--- src/rtl/region_page_splitter.sv ---
module region_page_splitter #(
  parameter int ADDR_W    = 48,
  parameter int LEN_W     = 48,
  parameter int FLAG_W    = 16,
  parameter int MAX_PAGES = 64,
  localparam int CNT_W    = $clog2(MAX_PAGES + 1)
) (
  input  logic              clk,
  input  logic              rst_n,
  input  logic              start_valid,
  output logic              start_ready,
  input  logic [ADDR_W-1:0] start_virt,
  input  logic [ADDR_W-1:0] start_phys,
  input  logic [LEN_W-1:0]  start_len,
  input  logic [FLAG_W-1:0] start_flags,
  output logic              pg_valid,
  input  logic              pg_ready,
  output logic [ADDR_W-1:0] pg_virt,
  output logic [ADDR_W-1:0] pg_phys,
  output logic [2:0]        pg_code,
  output logic [FLAG_W-1:0] pg_flags,
  output logic              done,
  output logic [CNT_W-1:0]  done_count,
  output logic              err_align,
  output logic              err_cap
);

  function automatic logic [5:0] code_shift(input logic [2:0] c);
    case (c)
      3'd0: code_shift = 6'd12;
      3'd1: code_shift = 6'd14;
      3'd2: code_shift = 6'd16;
      3'd3: code_shift = 6'd21;
      3'd4: code_shift = 6'd25;
      3'd5: code_shift = 6'd29;
      3'd6: code_shift = 6'd30;
      default: code_shift = 6'd34;
    endcase
  endfunction

  logic              busy;
  logic [ADDR_W-1:0] va, pa;
  logic [LEN_W-1:0]  rem;
  logic [FLAG_W-1:0] flg;
  logic [CNT_W-1:0]  cnt;
  logic [7:0]        fits;
  logic [2:0]        code;
  logic [5:0]        sh;
  logic [ADDR_W-1:0] step_a;
  logic [LEN_W-1:0]  step_l;
  logic              any_fit, at_cap, rem_nz, fire, finish;

  for (genvar g = 0; g < 8; g++) begin : g_size
    localparam int SH = int'(code_shift(3'(g)));
    assign fits[g] = (va[SH-1:0] == '0) && (pa[SH-1:0] == '0) && (|rem[LEN_W-1:SH]);
  end

  always_comb begin
    code = 3'd0;
    for (int i = 0; i < 8; i++)
      if (fits[i]) code = 3'(i);
  end

  assign sh      = code_shift(code);
  assign step_a  = ADDR_W'(1) << sh;
  assign step_l  = LEN_W'(1) << sh;
  assign any_fit = |fits;
  assign rem_nz  = |rem;
  assign at_cap  = (cnt == CNT_W'(MAX_PAGES));

  assign start_ready = !busy;
  assign pg_valid    = busy && rem_nz && !at_cap && any_fit;
  assign fire        = pg_valid && pg_ready;
  assign finish      = busy && !pg_valid;
  assign pg_virt     = va;
  assign pg_phys     = pa;
  assign pg_code     = code;
  assign pg_flags    = flg;

  always_ff @(posedge clk) begin
    if (!rst_n) begin
      busy       <= 1'b0;
      va         <= '0;
      pa         <= '0;
      rem        <= '0;
      flg        <= '0;
      cnt        <= '0;
      done       <= 1'b0;
      done_count <= '0;
      err_align  <= 1'b0;
      err_cap    <= 1'b0;
    end else begin
      done      <= 1'b0;
      err_align <= 1'b0;
      err_cap   <= 1'b0;
      if (!busy) begin
        if (start_valid) begin
          busy <= 1'b1;
          va   <= start_virt;
          pa   <= start_phys;
          rem  <= start_len;
          flg  <= start_flags;
          cnt  <= '0;
        end
      end else if (fire) begin
        va  <= va + step_a;
        pa  <= pa + step_a;
        rem <= rem - step_l;
        cnt <= cnt + CNT_W'(1);
      end else if (finish) begin
        busy       <= 1'b0;
        done       <= 1'b1;
        done_count <= cnt;
        err_cap    <= rem_nz && at_cap;
        err_align  <= rem_nz && !at_cap;
      end
    end
  end

  logic [ADDR_W-1:0] pg_mask;
  assign pg_mask = (ADDR_W'(1) << code_shift(pg_code)) - ADDR_W'(1);

  assert_aligned_R2: assert property (@(posedge clk) disable iff (!rst_n)
    pg_valid |-> ((pg_virt & pg_mask) == '0) && ((pg_phys & pg_mask) == '0));

  assert_contiguous_R3: assert property (@(posedge clk) disable iff (!rst_n)
    (pg_valid && pg_ready) |=> !pg_valid ||
      (pg_virt == $past(pg_virt) + $past(pg_mask) + ADDR_W'(1)));

  assert_cap_bound_R6: assert property (@(posedge clk) disable iff (!rst_n)
    done |-> (done_count <= CNT_W'(MAX_PAGES)));

  assert_err_excl_R6: assert property (@(posedge clk) disable iff (!rst_n)
    $onehot0({err_align, err_cap}) && ((err_align || err_cap) -> done));

  assert_hold_R8: assert property (@(posedge clk) disable iff (!rst_n)
    (pg_valid && !pg_ready) |=> pg_valid && $stable(pg_virt) && $stable(pg_phys)
      && $stable(pg_code) && $stable(pg_flags));

  assert_busy_after_take_R9: assert property (@(posedge clk) disable iff (!rst_n)
    (start_valid && start_ready) |=> !start_ready && !done);

  assert_no_page_idle_R10: assert property (@(posedge clk) disable iff (!rst_n)
    start_ready |-> !pg_valid);

endmodule

--- config.mk ---
export PLATFORM = sky130hd
export DESIGN_NAME = region_page_splitter
export DESIGN_NICKNAME = d
export VERILOG_FILES = /design/src/rtl/region_page_splitter.sv
export SDC_FILE = /design/constraint.sdc
export NUM_CORES = 1
export LEC_CHECK = 0
export BUFFER_PORTS_ARGS = -buffer_cell sky130_fd_sc_hd__buf_4
export CORE_MARGIN = 1.5
export CORE_UTILIZATION = 38
export CTS_CLUSTER_SIZE = 8
export DETAILED_ROUTE_END_ITERATION = 16
export GPL_TIMING_DRIVEN = 0
export PLACE_DENSITY_LB_ADDON = 0.05
export SETUP_SLACK_MARGIN = 0.2
export SKIP_CTS_REPAIR_TIMING = 1
export SYNTH_ARGS = -nofsm -noshare
export SYNTH_HDL_FRONTEND = slang
export SYNTH_SLANG_ARGS = --single-unit
--- constraint.sdc ---
create_clock -name clk -period 6.1 [get_ports clk]
set_input_delay 1.22 -clock clk [delete_from_list [all_inputs] [get_ports clk]]
set_output_delay 1.22 -clock clk [all_outputs]
set_load 0.005 [all_outputs]
==> impl_metrics.tcl <==
set metrics [dict create \
    outcome "completed" \
    routed_wl_um 62600 \
    place_hpwl_um 48000 \
    tightest_slew_ns 1.28 \
    min_path_type "register to register" \
    num_vias 16100 \
    netlist_top_cells_area "dfxtp_1, ha_1, a21oi_1, nand2_1, mux2i_1" \
    min_from "pg_flags[5]$_SDFFE_PN0P_" \
    cts_num_sinks 178 \
    crit_top_cell "nand4_1" \
    start_kind "register" \
    cts_made_buffers 17 \
    synthArstFlopShare_pct 0 \
    ys.warnings.count 0 \
    path_clk_slew_ns 0.08 \
    synth-main-ff-cell "dfxtp_1" \
    yosys.area.top_type "dfxtp_1" \
    setup_viol 0 \
    drive_gt1_share_pct 18.3 \
    die_w_um 196 \
    timing.slew.headroom_pct 14.6 \
    finalHoldViolCount 0 \
    hold_ws_ns 0.458 \
    fin_util_pct 49.5 \
    critPathKind "register to register" \
    ys_ff_latch 178 \
    required_ns 6.41 \
    crit_chain "nor4_4 > nand4_1 > nor3_4 > and4_1 > nand2_1 > nor4_4 > nand4_1 > o21ai_4 > nor2_2 > ha_2 > nand4_1 > o221a_2 > a2111oi_4 > o2111ai_2 > a21oi_2 > o2111ai_4 > a2111oi_4 > mux2i_1 > nor4_2" \
    critical_path_arrival_ns 6.07 \
    grt_max_degree 19 \
    cts_tree "done" \
    power.total_mw 3.84 \
    post-route-drc-count 0 \
    finalCritPeriodShare_pct 94.4 \
    clk_path_buf_depth 2 \
    ant_nets 0 \
    syn_area_mm2 0.0142 \
    ios 291 \
    clock.fmax_ghz 0.174 \
    post-place-ws_ns -1.27 \
    antenna_found_initial 0 \
    critPathCaptureType "register" \
    synth_edf_count 0 \
    nNetsFinal 2567 \
    skew_ns 0.0190 \
    drt-pass1-iter-count 6 \
    yosysSeqAreaShare_pct 25.1 \
    p_leak_nw 7.94 \
    grt_pass1_vias 15000 \
    synth_top_area_share_pct 25.1 \
    die_area_mm2 0.0385 \
    avgSynthCellArea_um2 7.56 \
    avgRoutedWirePerCell_um 22.7 \
    gp_congestion 0.942 \
    start_util_pct 38.6 \
    diodes 0 \
    postSynthCellCount 1875 \
    cts_max_level 4 \
    drv_cap 0 \
    drt_iter0_drc 1299 \
    dieHeight_um 196 \
    min_period_ns 5.76 \
    fin_ws_ns 0.340 \
    synthDistinctLibCells 82 \
    cp_max_fo 7 \
    p_per_area_mw_per_mm2 211 \
    max_stage_delay_ns 0.50 \
    rows 70 \
    ys_top_cells_by_count "a21oi_1, nand2_1, nor2_1, dfxtp_1, o21ai_0" \
    core_mm2 0.0367 \
    clockRootBuffer "clkbuf_16" \
    grt_pass1_wl_um 92100 \
    clkLatencyLatePin_ns 0.48 \
    startpoint "pg_virt[3]$_SDFFE_PN0P_" \
    grt_use_total_pct 31.9 \
    syn2layout_area_growth_pct 28.0 \
    cpMaxStageDelayCell "nor4_4" \
    r2r-start "pg_virt[3]$_SDFFE_PN0P_" \
    port_buffers 290 \
    yosysMostFrequentCell "a21oi_1" \
    gr-total-overflow 0 \
    vias_per_cell 5.84 \
    drv_slew 0 \
    rsz0062_at_grt "false" \
    peakVddDrop_mv 0.187 \
]
## report_power, final
| group | switching [mW] | internal, mW |
|---|---|---|
| logic | 0.735 | 0.551 |
| clock network | 0.592 | 0.555 |
| registers | 0.152 | 1.25 |
| total | 1.48 | 2.36 |
## through the flow
| step | cells | TNS (ns) | area (µm²) |
|---|---|---|---|
| CTS | 2757 | -43.31 | 17900 |
| floorplan | 1967 | 0 | 14500 |
| finish | 2764 | 0 | 18200 |
| detailed placement | 2725 | -38.73 | 17300 |
| global route | 2764 | 0 | 18200 |
| global placement | 2725 | -38.24 | 17300 |
## worst max-delay path, delay by kind of cell, from the launching register on
family / cells / cell delay (ns)
adder cells (fa/ha/maj): 1 / 0.41
flip-flops: 1 / 0.41
multiplexers: 1 / 0.30
AO/OA/AOI/OAI: 7 / 2.07
AND/OR/NAND/NOR: 10 / 2.41
## metal layers
metal | up-vias | share of wire [%] | GRT usage [%]
li1 | 7650 | - | -
met1 | 7729 | 45 | 44.1
met2 | 668 | 45 | 51.4
met3 | 90 | 7.1 | 4.07
met4 | 0 | 2.7 | 10.2
met5 | - | 0 | 0
## cells in the final DEF (no fill, tap or decap), drive strengths merged, types with 38 or more instances in the layout
cell    instances
xor2           51
nand3          47
o21ai         127
inv            53
ha            117
a21o           38
conb           94
nor2          185
nand2         211
a211oi         71
xnor2          48
a21oi         228
nor3           45
dfxtp         178
buf           320
clkbuf         89
mux2i          72
## state kept, by name, summed over array words and instances, names as in the netlist
| register | count |
|---|---|
| pg_phys | 48 |
| pg_virt | 48 |
| rem | 48 |
| pg_flags | 16 |
| cnt | 7 |
| done_count | 7 |
| busy | 1 |
| done | 1 |
| err_align | 1 |
| err_cap | 1 |
## layout make-up
| type | count | area (µm²) |
|---|---|---|
| clock inverter | 14 | 136 |
| multi-input combinational | 1651 | 10600 |
| fill | 3781 | 18500 |
| tap | 468 | 586 |
| sequential | 178 | 3560 |
| inverter | 44 | 165 |
| timing repair buffer | 297 | 2230 |
| buffer | 94 | 423 |
| clock buffer | 18 | 439 |
## path summary, 6_finish.rpt
path / end / depth (start not counted) / slack [ns]
worst max-delay path: pg_phys[46]$_SDFFE_PN0P_ / 19 / 0.34
worst min-delay path: pg_flags[5]$_SDFFE_PN0P_ / 2 / 0.46
worst max register to register: pg_phys[46]$_SDFFE_PN0P_ / 19 / 0.34
worst min register to register: pg_flags[5]$_SDFFE_PN0P_ / 2 / 0.46
## cell families (layout without fill, tap and decap cells)
kind of cell,Yosys count,count (layout),synth area share (%)
compound gates,611,611,26.7
xor+xnor,99,99,6.11
fa+ha+maj,120,120,10.7
buf+inv,138,467,4.15
flops,178,178,25.1
mux,73,73,5.16
other cells,2,94,0.0530
simple gates,654,654,22.0
(Power assumes the default switching activity.)
